<file path="src/rtl/cdr_vote_pkg.sv">
package cdr_vote_pkg;

    // Acquisition state: threshold ramping, or threshold at its ceiling.
    typedef enum logic [0:0] {
        ST_ACQUIRE = 1'b0,
        ST_TRACK   = 1'b1
    } loop_state_e;

    // Threshold value after reset or restart.
    localparam int unsigned THR_START = 2;

endpackage

</file>
<file path="src/rtl/cdr_vote_acc.sv">
module cdr_vote_acc #(
    parameter int unsigned THR_W = 5
) (
    input  logic                    clk,
    input  logic                    rst_n,
    input  logic                    restart,
    input  logic                    early,
    input  logic                    late,
    input  logic [THR_W-1:0]        thr,
    output logic                    step_up,
    output logic                    step_dn,
    output logic signed [THR_W:0]   vote_q
);

    // Stored vote holds +-thr. The sum before the compare needs one bit more.
    localparam int unsigned VW = THR_W + 1;
    localparam int unsigned SW = VW + 1;

    logic signed [SW-1:0] vote_ext;
    logic signed [SW-1:0] vote_next;
    logic signed [SW-1:0] thr_pos;
    logic signed [SW-1:0] thr_neg;
    logic                 only_early;
    logic                 only_late;

    always_comb begin
        only_early = early && !late;
        only_late  = late && !early;
        vote_ext   = $signed({vote_q[VW-1], vote_q});
        thr_pos    = $signed({2'b00, thr});
        thr_neg    = -thr_pos;
        if (only_early) begin
            vote_next = vote_ext + $signed(SW'(1));
        end else if (only_late) begin
            vote_next = vote_ext - $signed(SW'(1));
        end else begin
            vote_next = vote_ext;
        end
        step_up = !restart && (vote_next > thr_pos);
        step_dn = !restart && (vote_next < thr_neg);
    end

    always_ff @(posedge clk) begin
        if (!rst_n) begin
            vote_q <= '0;
        end else if (restart || step_up || step_dn) begin
            vote_q <= '0;
        end else begin
            vote_q <= $signed(vote_next[VW-1:0]);
        end
    end

endmodule

</file>
<file path="src/rtl/cdr_thr_ctrl.sv">
module cdr_thr_ctrl
    import cdr_vote_pkg::*;
#(
    parameter int unsigned THR_W = 5
) (
    input  logic             clk,
    input  logic             rst_n,
    input  logic             restart,
    input  logic             step,
    input  logic [THR_W-1:0] cfg_max_thr,
    output logic [THR_W-1:0] thr_q,
    output logic             locked
);

    localparam logic [THR_W-1:0] THR_INIT = THR_W'(THR_START);

    loop_state_e      state_q;
    loop_state_e      state_d;
    logic [THR_W-1:0] ceil_eff;
    logic             at_ceil;

    always_comb begin
        ceil_eff = (cfg_max_thr < THR_INIT) ? THR_INIT : cfg_max_thr;
        at_ceil  = (thr_q >= ceil_eff);
    end

    // Threshold ramp: grows by one on every step while below the ceiling.
    always_ff @(posedge clk) begin
        if (!rst_n) begin
            thr_q <= THR_INIT;
        end else if (restart) begin
            thr_q <= THR_INIT;
        end else if (step && !at_ceil) begin
            thr_q <= thr_q + THR_W'(1);
        end
    end

    // Next state.
    always_comb begin
        state_d = state_q;
        unique case (state_q)
            ST_ACQUIRE: if (!restart && at_ceil) state_d = ST_TRACK;
            ST_TRACK:   if (restart)             state_d = ST_ACQUIRE;
        endcase
    end

    // State register.
    always_ff @(posedge clk) begin
        if (!rst_n) begin
            state_q <= ST_ACQUIRE;
        end else begin
            state_q <= state_d;
        end
    end

    // Outputs.
    always_comb begin
        unique case (state_q)
            ST_ACQUIRE: locked = 1'b0;
            ST_TRACK:   locked = 1'b1;
        endcase
    end

endmodule

</file>
<file path="src/rtl/cdr_phase_acc.sv">
module cdr_phase_acc #(
    parameter int unsigned PH_W = 8
) (
    input  logic            clk,
    input  logic            rst_n,
    input  logic            step_up,
    input  logic            step_dn,
    input  logic [PH_W-1:0] cfg_step,
    input  logic [PH_W-1:0] cfg_offset,
    output logic [PH_W-1:0] phase_q,
    output logic [PH_W-1:0] phase_out,
    output logic            step_evt,
    output logic            step_dir
);

    always_ff @(posedge clk) begin
        if (!rst_n) begin
            phase_q  <= '0;
            step_evt <= 1'b0;
            step_dir <= 1'b0;
        end else begin
            step_evt <= step_up || step_dn;
            if (step_up) begin
                phase_q  <= phase_q + cfg_step;
                step_dir <= 1'b1;
            end else if (step_dn) begin
                phase_q  <= phase_q - cfg_step;
                step_dir <= 1'b0;
            end
        end
    end

    // Modulo-one-symbol sum of tracked phase and static offset.
    always_comb begin
        phase_out = phase_q + cfg_offset;
    end

endmodule

</file>
<file path="src/rtl/cdr_vote_loop.sv">
module cdr_vote_loop #(
    parameter int unsigned PH_W  = 8,
    parameter int unsigned THR_W = 5
) (
    input  logic             clk,
    input  logic             rst_n,
    input  logic             restart,
    input  logic             early,
    input  logic             late,
    input  logic [PH_W-1:0]  cfg_step,
    input  logic [THR_W-1:0] cfg_max_thr,
    input  logic [PH_W-1:0]  cfg_offset,
    output logic [PH_W-1:0]  phase_out,
    output logic             step_evt,
    output logic             step_dir,
    output logic             locked
);

    logic                  step_up;
    logic                  step_dn;
    logic [THR_W-1:0]      thr_q;
    logic signed [THR_W:0] vote_q;
    logic [PH_W-1:0]       phase_q;

    cdr_vote_acc #(.THR_W(THR_W)) u_vote (
        .clk     (clk),
        .rst_n   (rst_n),
        .restart (restart),
        .early   (early),
        .late    (late),
        .thr     (thr_q),
        .step_up (step_up),
        .step_dn (step_dn),
        .vote_q  (vote_q)
    );

    cdr_thr_ctrl #(.THR_W(THR_W)) u_thr (
        .clk         (clk),
        .rst_n       (rst_n),
        .restart     (restart),
        .step        (step_up || step_dn),
        .cfg_max_thr (cfg_max_thr),
        .thr_q       (thr_q),
        .locked      (locked)
    );

    cdr_phase_acc #(.PH_W(PH_W)) u_phase (
        .clk        (clk),
        .rst_n      (rst_n),
        .step_up    (step_up),
        .step_dn    (step_dn),
        .cfg_step   (cfg_step),
        .cfg_offset (cfg_offset),
        .phase_q    (phase_q),
        .phase_out  (phase_out),
        .step_evt   (step_evt),
        .step_dir   (step_dir)
    );

endmodule

</file>
<file path="config.mk">
export PLATFORM = sky130hd
export DESIGN_NAME = cdr_vote_loop
export DESIGN_NICKNAME = d
export VERILOG_FILES = /design/src/rtl/cdr_vote_pkg.sv /design/src/rtl/cdr_vote_acc.sv /design/src/rtl/cdr_thr_ctrl.sv /design/src/rtl/cdr_phase_acc.sv /design/src/rtl/cdr_vote_loop.sv
export SDC_FILE = /design/constraint.sdc
export NUM_CORES = 1
export LEC_CHECK = 0
export BUFFER_PORTS_ARGS = -buffer_cell sky130_fd_sc_hd__buf_2
export CAP_MARGIN = 20
export CORE_MARGIN = 5
export CORE_UTILIZATION = 30
export DETAILED_ROUTE_END_ITERATION = 16
export GPL_ROUTABILITY_DRIVEN = 1
export GPL_TIMING_DRIVEN = 0
export PLACE_DENSITY = 0.48
export SYNTH_ARGS = -nofsm -noshare
export SYNTH_HDL_FRONTEND = slang
export SYNTH_HIERARCHICAL = 1
export SYNTH_SLANG_ARGS = --single-unit
export TNS_END_PERCENT = 50
</file>
<file path="constraint.sdc">
create_clock -name clk -period 4.1 [get_ports clk]
set_input_delay 0.205 -clock clk [delete_from_list [all_inputs] [get_ports clk]]
set_output_delay 0.205 -clock clk [all_outputs]
set_load 0.02 [all_outputs]
</file>
==> results of run 1 <==
-- placed cells by master (no fill, tap or decap), drive strengths merged, types with 3 or more instances in the layout --
cell type	instances
a21o	5
clkbuf	4
inv	25
nand3	4
and2	5
o21ai	12
o21a	3
ha	35
nand4	3
buf	52
and4	4
nor3	6
mux2i	3
nand2	16
nor2b	11
a21boi	5
nand2b	3
a21oi	11
xor2	7
xnor2	19
a31oi	9
nor2	21
dfxtp	22
nor3b	7
-- routing by layer --
metal / up-vias / track usage [%] / wire [um]
met1: 905 / 16.8 / 2870
met3: 4 / 1.25 / 131
met2: 29 / 18.8 / 2210
met5: - / 0 / 0
li1: 1065 / - / -
met4: 0 / 2.49 / 50
-- cell usage after synthesis, types with 3 or more instances --
cell type	instances	area share, %
nand4_1	3	0.85
o21ai_0	12	2.7
nand2_1	15	2.5
mux2i_1	3	1.4
ha_1	35	20
a21oi_1	10	2.3
a31oi_1	8	2.3
and4_1	4	1.6
xnor2_1	19	7.5
nor2_1	21	3.6
a21boi_0	3	1.0
inv_1	25	4.2
and2_1	5	1.4
nand3_1	4	0.90
nor2b_1	11	3.1
xor2_1	7	2.8
nand2b_1	3	0.85
a21o_1	5	1.7
nor3b_1	6	2.0
dfxtp_1	22	20
o21a_1	3	1.0
nor3_1	5	1.1
-- through the flow --
step / instances / hold slack [ns] / TNS [ns] / power (mW) / instance area (um^2)
final: 420 / 0.244 / 0 / 1.11 / 2860
after global routing: 420 / 0.276 / -0.172 / 1.20 / 2860
after CTS: 412 / 0.234 / 0 / 1.09 / 2720
after detailed placement: 401 / 0.467 / -1.41 / 0.832 / 2540
after global placement: 401 / 0.474 / -1.22 / 0.826 / 2540
after floorplan: 266 / 0.366 / 0 / 0.699 / 2240
-- worst max path at each step --
stage	start	end	cells after the start
2_1_floorplan	u_vote/vote_q[0]$_SDFF_PP0_	u_phase/phase_q[6]$_SDFFE_PN0P_	19
3_3_place_gp	u_vote/vote_q[0]$_SDFF_PP0_	u_phase/phase_q[6]$_SDFFE_PN0P_	19
3_5_place_dp	u_vote/vote_q[1]$_SDFF_PP0_	u_phase/phase_q[6]$_SDFFE_PN0P_	19
4_1_cts	u_vote/vote_q[1]$_SDFF_PP0_	u_phase/phase_q[7]$_SDFFE_PN0P_	19
5_1_grt	u_vote/vote_q[1]$_SDFF_PP0_	u_phase/phase_q[7]$_SDFFE_PN0P_	19
6_report	u_vote/vote_q[1]$_SDFF_PP0_	u_phase/phase_q[7]$_SDFFE_PN0P_	20
-- flip-flops by register name (all words and copies together) (netlist names) --
name,cells
u_phase/phase_q,8
u_vote/vote_q,6
u_thr/thr_q,5
u_phase/step_dir,1
u_phase/step_evt,1
u_thr/state_q,1
-- power by group through the flow --
| stage | registers, mW | clock network, mW | logic (mW) |
|---|---|---|---|
| 4_1_cts | 0.271 | 0.220 | 0.598 |
| 6_report | 0.270 | 0.212 | 0.626 |
| 2_1_floorplan | 0.272 | 0 | 0.427 |
| 3_3_place_gp | 0.277 | 0 | 0.549 |
| 5_1_grt | 0.275 | 0.225 | 0.703 |
| 3_5_place_dp | 0.277 | 0 | 0.556 |
-- worst max-delay path, stage by stage (launching register included) --
cell,delay (ns)
dfxtp_4,0.37
buf_6,0.09
buf_4,0.10
nor2_1,0.04
or3_4,0.41
o31ai_4,0.09
ha_1,0.30
and4_1,0.17
a21oi_2,0.17
o31ai_4,0.10
a31oi_4,0.20
and2b_4,0.24
a31oi_4,0.04
xor2_1,0.16
ha_1,0.29
a21o_1,0.20
a31o_2,0.23
a21oi_2,0.11
xnor2_1,0.09
or3_1,0.37
a21boi_1,0.14
-- logic make-up after synthesis --
family / synth area share, %
AO/OA/AOI/OAI: 18.3
XOR/XNOR: 10.3
adder cells (fa/ha/maj): 21.6
buffers and inverters: 4.91
flip-flops: 19.9
multiplexers: 1.86
AND/OR/NAND/NOR: 23.2
-- layout make-up --
class	count	share of cell area [%]
Multi-Input combinational cell	217	63.3
Sequential cell	22	15.6
Timing Repair Buffer	51	10.6
Tap cell	99	4.33
Inverter	25	3.28
Clock buffer	3	1.44
Clock inverter	1	1.05
Buffer	2	0.394
-- timing repair --
action | in CTS | in global routing
resized for setup | 14 | 15
buffers inserted | 8 | 7
setup endpoints to repair | 5 | 4
pin swaps | 11 | 21
cloned | 0 | 1
==> out/qor.csv, run 1 <==
stage,metric,value,unit
floorplanning,fp-row-count,31,
cts,insertion_delay,0.28,ns
critical_path,reg2reg_from,u_vote/vote_q[1]$_SDFF_PP0_,
timing,fmax,253,MHz
cts,cts.sinks,22,
timing,worst_pin_slew,0.607,ns
worst_hold_path,holdPathEnd,u_phase/phase_q[6]$_SDFFE_PN0P_,
pwr,p_leak,1.30,nW
timing,finalCritPeriodShare,96.3,%
detailed_routing,drc,0,
grt,grt_pass1_vias,1982,
synthesis,yosysWarningCount,6,
finish,fill_cells,763,
detailed_routing,antenna_left,0,
worst_hold_path,worstHoldPathCells,3,
placed_design,hpwl,4160,um
grt,antenna_found_initial,0,
cts,root_buffer,clkbuf_8,
timing,final-setup-viol-count,0,
floorplanning,initial_core_util,30.7,%
synthesis,synth_cell_types,53,
worst_hold_path,hp-start,rst_n,
synthesis,synthesis.nets,329,
detailed_routing,wire_per_inst,12.5,um
synthesis,syn_area,2220,um^2
floorplanning,core,7210,um^2
run_status,outcome,completed,
cts,cts_made_buffers,3,
critical_path,rrSetupSlack,0.15,ns
pwr,p_switching,0.439,mW
pwr,switching_share,39.6,%
timing,layout_min_cycle_time,3.95,ns
floorplanning,die_h,96.0,um
finish,multi_input_area,1810,um^2
critical_path,critical_path_class,register to register,
finish,area_growth,28.9,%
worst_hold_path,hp-class,input pin to register,
cts,cts_tree,built,
pwr,comb_power_share,56.5,%
synthesis,synth_flop_cell,dfxtp_1,
finish,register_area,445,um^2
placed_design,gp_congestion,0.793,
pwr,seq_power_share,24.4,%
detailed_routing,via_per_inst,4.77,
timing,hold_viol_final,0,
critical_path,critPathArrivalTime,4.17,ns
timing,skew,0.0209,ns
grt,gr-usage-all-layers,11.7,%
pwr,clockPowerShare,19.2,%
flow_run,cap_violations,0,
placed_design,pre_cts_ws,-0.424,ns
timing,slew_headroom,59.4,%
floorplanning,ios,37,
detailed_routing,drt-initial-drc-count,90,
critical_path,crit_path_end_kind,register,
cts,h-tree-depth,1,
pwr,internal_power,0.670,mW
finish,utilization,39.6,%
finish,drive_gt1_share,26.5,%
detailed_routing,drt-total-wl,5260,um
placed_design,port_buffers,36,
floorplanning,die_w,96.0,um
pwr,ir_worst_vdd,0.140,mV
grt,grt_pass1_wl,8740,um
cts,ctsHoldBuffers,0,
critical_path,worstPathMaxFanout,5,
critical_path,r2r_cells,20,
critical_path,setup.worst_path.start_class,register,
synthesis,synth_edf_count,0,
grt,grt_max_degree,14,
synthesis,ys_seq_area_share,19.9,%
critical_path,critPathRequiredTime,4.32,ns
finish,num_antenna_cells,0,
critical_path,crit-reg2reg-capture,u_phase/phase_q[7]$_SDFFE_PN0P_,
synthesis,syn_avg_cell_area,8.34,um^2
timing,grt_setup_unrepaired,yes,
cts,clockBufferDepth,2,
synthesis,syn_inst,266,
pwr,power.density,388,nW/um^2
synthesis,yosys_register_bits,22,
timing,setup_ws,0.150,ns
floorplanning,die-area,9210,um^2
detailed_routing,drt-pass1-iter-count,4,
synthesis,async_flop_share,0,%
grt,grt_remaining_overflow,0,
timing,drv_slew,0,
cts,path_clk_slew,0.10,ns
detailed_routing,dr_total_vias,2003,
finish,nNetsFinal,385,
(Power assumes the default switching activity.)
==> run 2, diff against run 1 <==
- PLACE_DENSITY: 0.48 -> 0.46
- clock period: 4.1 -> 4.7 ns (I/O delays scaled with it)
==> run 2 against run 1 <==
Effect of this change:
- utilization decreased by 3.6 points
- sequential share of layout area grew 1.4 points
- hold slack better by 0.065 ns
- sequential power fell by 13%
- routed wire length down 8.1%
- via count decreased by 3.6%
- die area stayed put
- global-route usage shrank 0.53 points
- design area down 9.1%
- first-iteration DRC count decreased by 22%
- cell count shrank 3.1%
- combinational power fell by 23%
- critical path type unchanged
- critical endpoint unchanged
==> out/qor.csv, run 2 (synthesis gave the netlist of run 1 again) <==
stage,metric,value,unit,change
detailed_routing,route.met3.wl,157,um,+20%
critical_path,setup.worst_path.start_class,register,,
timing,fmax,228,MHz,-10%
critical_path,critPathRequiredTime,4.90,ns,+0.58 ns
finish,layout_common_cells,"buf_2 (36), ha_1 (35), inv_1 (25), nor2_1 (21), dfxtp_1 (21)",,
pwr,ir_worst_vdd,0.143,mV,+2.1%
timing,grt_setup_unrepaired,no,,
critical_path,worstPathMaxFanout,7,,+2
placed_design,hpwl,4090,um,-1.6%
run_status,outcome,completed,,
flow_run,cap_violations,0,,unchanged
timing,hold_viol_final,0,,unchanged
detailed_routing,drt-initial-drc-count,70,,-22%
timing,slew_headroom,60.6,%,+1.2 points
grt,grt_pass1_vias,1872,,-5.5%
cts,cts_tree,built,,
finish,num_antenna_cells,0,,unchanged
floorplanning,die-area,9210,um^2,unchanged
finish,largest_register_ffs,8,,unchanged
cts,cts.sinks,22,,unchanged
worst_hold_path,hp-class,input pin to register,,
detailed_routing,antenna_left,0,,unchanged
detailed_routing,met2_length,2090,um,-5.7%
cts,insertion_delay,0.26,ns,-0.02 ns
detailed_routing,dr_total_vias,1931,,-3.6%
critical_path,cp_slowest_cell,or3_1,,
timing,finalCritPeriodShare,93.4,%,-2.9 points
floorplanning,die_h,96.0,um,unchanged
critical_path,crit_path_end_kind,register,,
grt,grt_remaining_overflow,0,,unchanged
finish,drive_gt1_share,17.9,%,-8.6 points
detailed_routing,drt-total-wl,4830,um,-8.1%
grt,antenna_found_initial,0,,unchanged
cts,root_buffer,clkbuf_8,,
cts,h-tree-depth,1,,unchanged
timing,drv_slew,0,,unchanged
detailed_routing,via_per_inst,4.74,,-0.52%
finish,mostFrequentLayoutCell,buf_2,,
floorplanning,fp-row-count,31,,unchanged
finish,nNetsFinal,373,,-3.1%
timing,layout_min_cycle_time,4.39,ns,+0.442 ns
critical_path,crit_buf_inv,2,,unchanged
critical_path,critical_path_class,register to register,,
detailed_routing,drt-pass1-iter-count,4,,unchanged
pwr,p_leak,1.19,nW,-8.6%
floorplanning,die_w,96.0,um,unchanged
finish,largest-register,u_phase/phase_q,,
timing,skew,0.00332,ns,-0.0176 ns
detailed_routing,drc,0,,unchanged
cts,path_clk_slew,0.08,ns,-0.02 ns
floorplanning,initial_core_util,30.7,%,unchanged
critical_path,crit_chain,inv_1 -> ha_1 -> or3_1 -> o31ai_2 -> ha_1 -> nand2b_1 -> a21oi_1 -> o31ai_1 -> a31oi_4 -> and2b_4 -> buf_4 -> a31oi_1 -> xor2_1 -> ha_1 -> a21o_1 -> a31o_2 -> a21oi_2 -> xnor2_1 -> or3_1 -> a21boi_1,,
timing,worst_pin_slew,0.589,ns,-0.0182 ns
grt,grt_pass1_wl,8350,um,-4.4%
pwr,power.density,322,nW/um^2,-17%
finish,utilization,36.0,%,-3.6 points
cts,cts_made_buffers,3,,unchanged
finish,largest_registers,"u_phase/phase_q x8, u_vote/vote_q x6, u_thr/thr_q x5",,
critical_path,critPathMostFrequentCell,ha_1,,
floorplanning,core,7210,um^2,unchanged
critical_path,slowest_delay,0.39,ns,-0.02 ns
finish,area_growth,17.2,%,
placed_design,gp_congestion,0.795,,+0.30%
timing,final-setup-viol-count,0,,unchanged
critical_path,crit_family,compound AO/OA/AOI/OAI gates,,
detailed_routing,m1WireLength,2560,um,-11%
detailed_routing,wire_per_inst,11.9,um,-5.2%
detailed_routing,highest_layer,met4,,
timing,timing.hold.ws,0.308,ns,+0.0646 ns
floorplanning,ios,37,,unchanged
cts,clockBufferDepth,2,,unchanged
critical_path,critPathArrivalTime,4.59,ns,+0.42 ns
grt,grt_max_degree,15,,+1
grt,gr-usage-all-layers,11.2,%,-0.53 points
placed_design,port_buffers,36,,unchanged
cts,ctsHoldBuffers,0,,unchanged
[run 2: metrics by stage]
step                      instances  setup slack (ns)  cell area, um^2  power [mW]  setup TNS (ns)
final                           407             0.308             2600       0.837               0
after CTS                       403            0.0806             2560       0.839               0
after global routing            407           0.00612             2600       0.915               0
after global placement          401            -0.184             2520       0.714          -0.223
after floorplan                 266             0.396             2220       0.602               0
after detailed placement        401            -0.183             2520       0.717          -0.253
[run 2: where the power goes]
group | switching, mW | internal, mW
combinational | 0.265 | 0.219
clock | 0.0605 | 0.0572
sequential | 0.0247 | 0.212
[run 2: worst paths after layout]
kind	from	endpoint	slack (ns)	depth (start not counted)
hold reg to reg	u_thr/state_q$_SDFF_PN0_	u_thr/state_q$_SDFF_PN0_	0.48	1
hold / removal	rst_n	u_phase/phase_q[6]$_SDFFE_PN0P_	0.31	3
setup reg to reg	u_vote/vote_q[0]$_SDFF_PP0_	u_phase/phase_q[7]$_SDFFE_PN0P_	0.31	20
setup / recovery	u_vote/vote_q[0]$_SDFF_PP0_	u_phase/phase_q[7]$_SDFFE_PN0P_	0.31	20
[run 2: layout make-up]
type                            instances  area (um^2)
Clock buffer                            3         41.3
Inverter                               25         93.8
Timing Repair Buffer                   40          210
Tap cell                               99          124
Fill cell                             807         4620
Multi-Input combinational cell        216         1680
Buffer                                  2         11.3
Sequential cell                        22          442
[run 2: metal layers]
metal / vias to the layer above / global-route usage, %
met3: 2 / 1.80
met5: - / 0
met1: 858 / 15.6
met4: 0 / 1.78
met2: 33 / 18.4
li1: 1038 / -
[run 2: repair_timing]
action                                  4_1_cts  5_1_grt
resized for setup                             1        4
endpoints found under the hold margin         0        0
endpoints found under the setup margin        3        3
setup buffers                                 0        4
[run 2: worst min-delay path, delay by kind of cell]
kind | cells | cell delay [ns]
buffers and inverters | 1 | 0.14
AO/OA/AOI/OAI | 1 | 0.09
AND/OR/NAND/NOR | 1 | 0.08
==> run 3, diff against run 2 <==
- PLACE_DENSITY: 0.46 -> 0.53
- SLEW_MARGIN: default -> 20
==> run 3 against run 2 <==
Effect of this change:
- combinational power about the same
- count of clock-buffer cells in the layout grew 1
- fmax is 1.0% higher
- first-iteration DRC count grew 26%
- routed wire length down 1.4%
- register-to-register slack better by 0.04 ns
- critical path depth down 2
- critical endpoint is now u_phase/phase_q[6]$_SDFFE_PN0P_
- largest power group unchanged
- highest routed layer unchanged
==> out/qor.csv, run 3 (synthesis gave the netlist of run 1 again) <==
stage,metric,value,unit,change
cts,ctsHoldBuffers,0,,unchanged
critical_path,critPathMostFrequentCell,ha_1,,
critical_path,crit_path_end_kind,register,,
cts,cts.sinks,22,,unchanged
grt,grt_pass1_vias,1796,,-4.1%
finish,num_antenna_cells,0,,unchanged
finish,mostFrequentLayoutCell,buf_2,,
finish,layout_common_cells,"buf_2 (36), ha_1 (35), inv_1 (25), nor2_1 (21), dfxtp_1 (21)",,
floorplanning,core,7210,um^2,unchanged
placed_design,pre_cts_ws,-0.154,ns,+0.0298 ns
timing,drv_slew,0,,unchanged
critical_path,crit_buf_inv,1,,-1
finish,area_growth,17.3,%,about the same
timing,fmax,230,MHz,+1.0%
finish,final_area,2600,um^2,about the same
finish,largest-register,u_phase/phase_q,,
floorplanning,die-area,9210,um^2,unchanged
placed_design,hpwl,3990,um,-2.6%
placed_design,place_area,2520,um^2,unchanged
critical_path,worstPathMaxFanout,10,,+3
finish,drive_gt1_share,17.9,%,+0.058 points
finish,largest_registers,"u_phase/phase_q x8, u_vote/vote_q x6, u_thr/thr_q x5",,
cts,cts_tree,built,,
timing,layout_min_cycle_time,4.35,ns,-0.0449 ns
critical_path,cp_slowest_cell,fa_1,,
grt,grt_remaining_overflow,0,,unchanged
grt,grt_pass1_wl,8020,um,-3.9%
critical_path,critical_path_class,register to register,,
detailed_routing,drt-pass1-iter-count,4,,unchanged
timing,setup_ws,0.353,ns,+0.0449 ns
critical_path,slowest_delay,0.44,ns,+0.05 ns
timing,finalCritPeriodShare,92.5,%,-0.96 points
detailed_routing,dr_total_vias,1959,,+1.5%
detailed_routing,drt-initial-drc-count,88,,+26%
critical_path,setup.worst_path.start_class,register,,
critical_path,crit_chain,inv_1 -> ha_1 -> or3_1 -> o31ai_2 -> ha_1 -> and4_1 -> a21oi_1 -> o31ai_1 -> a31oi_4 -> and2b_4 -> mux2_2 -> fa_1 -> a21o_1 -> a21oi_2 -> nor2b_1 -> o21ai_1 -> or4b_1 -> nand3_1,,
timing,skew,0.00541,ns,+0.00209 ns
detailed_routing,drc,0,,unchanged
grt,grt_max_degree,15,,unchanged
detailed_routing,drt-total-wl,4760,um,-1.4%
placed_design,gp_congestion,0.819,,+3.0%
detailed_routing,wire_per_inst,11.7,um,-1.2%
critical_path,critPathArrivalTime,4.49,ns,-0.10 ns
pwr,power.density,329,nW/um^2,+2.1%
timing,final-setup-viol-count,0,,unchanged
finish,fill_cells,785,,-2.7%
cts,root_buffer,clkbuf_8,,
finish,nNetsFinal,371,,-0.54%
cts,clockBufferDepth,2,,unchanged
timing,hold_viol_final,0,,unchanged
finish,multi_input_area,1680,um^2,+0.22%
cts,path_clk_slew,0.08,ns,about the same
finish,register_area,442,um^2,unchanged
worst_hold_path,hp-class,input pin to register,,
pwr,ir_worst_vdd,0.0992,mV,-31%
cts,h-tree-depth,1,,unchanged
timing,slew_headroom,61.5,%,+0.88 points
finish,largest_register_ffs,8,,unchanged
grt,antenna_found_initial,0,,unchanged
timing,grt_setup_unrepaired,no,,
run_status,outcome,completed,,
cts,insertion_delay,0.26,ns,about the same
floorplanning,fp-row-count,31,,unchanged
pwr,p_leak,1.19,nW,-0.21%
placed_design,port_buffers,36,,unchanged
floorplanning,die_h,96.0,um,unchanged
detailed_routing,via_per_inst,4.83,,+1.7%
timing,worst_pin_slew,0.576,ns,-0.0132 ns
critical_path,critPathRequiredTime,4.85,ns,-0.05 ns
critical_path,crit_family,compound AO/OA/AOI/OAI gates,,
grt,gr-usage-all-layers,10.8,%,-0.38 points
cts,cts_made_buffers,3,,unchanged
floorplanning,initial_core_util,30.7,%,unchanged
flow_run,cap_violations,0,,unchanged
finish,utilization,36.0,%,about the same
floorplanning,die_w,96.0,um,unchanged
floorplanning,ios,37,,unchanged
detailed_routing,antenna_left,0,,unchanged
## run 3: final timing paths
check             cells past startpoint  slack [ns]                         from                         endpoint
setup reg to reg                     18        0.35  u_vote/vote_q[0]$_SDFF_PP0_  u_phase/phase_q[6]$_SDFFE_PN0P_
hold reg to reg                       1        0.49     u_thr/state_q$_SDFF_PN0_         u_thr/state_q$_SDFF_PN0_
hold / removal                        3        0.30                        rst_n  u_phase/phase_q[6]$_SDFFE_PN0P_
setup / recovery                     18        0.35  u_vote/vote_q[0]$_SDFF_PP0_  u_phase/phase_q[6]$_SDFFE_PN0P_
## run 3: cell type report
type | count | area share (%)
inverter | 25 | 3.61
tap | 99 | 4.76
buffer | 2 | 0.433
multi-input combinational | 216 | 64.6
clock buffer | 4 | 2.12
sequential | 22 | 17.0
timing repair buffer | 38 | 7.51
## run 3: repair_timing
action | CTS | global route
gates resized for setup | 1 | 5
setup endpoints to repair | 3 | 3
endpoints found under the hold margin | 0 | 0
setup buffers | 0 | 2
## run 3: power breakdown
part	switching (mW)	leakage [nW]	internal [mW]	total [mW]
Clock	0.0623	0.0288	0.0747	0.137
Sequential	0.0244	0.180	0.212	0.236
Combinational	0.266	0.979	0.217	0.483
## run 3: stage by stage
| step | std cells | setup TNS (ns) | power [mW] | hold WS [ns] |
|---|---|---|---|---|
| after floorplan | 266 | 0 | 0.602 | 0.396 |
| after global placement | 401 | -0.138 | 0.710 | 0.457 |
| after detailed placement | 401 | -0.188 | 0.715 | 0.470 |
| after CTS | 404 | 0 | 0.860 | 0.290 |
| after global routing | 406 | 0 | 0.932 | 0.325 |
| final | 406 | 0 | 0.856 | 0.296 |
## run 3: layer usage
layer  GRT usage [%]  share of wire [%]
met3            1.95                3.4
met4            2.13               0.61
met2            17.6                 46
met1            14.9                 50
met5               0                  0
## run 3: tightest hold or removal path: stages
cell     delay, ns
buf_2         0.12
a31oi_1       0.08
nand3_1       0.09
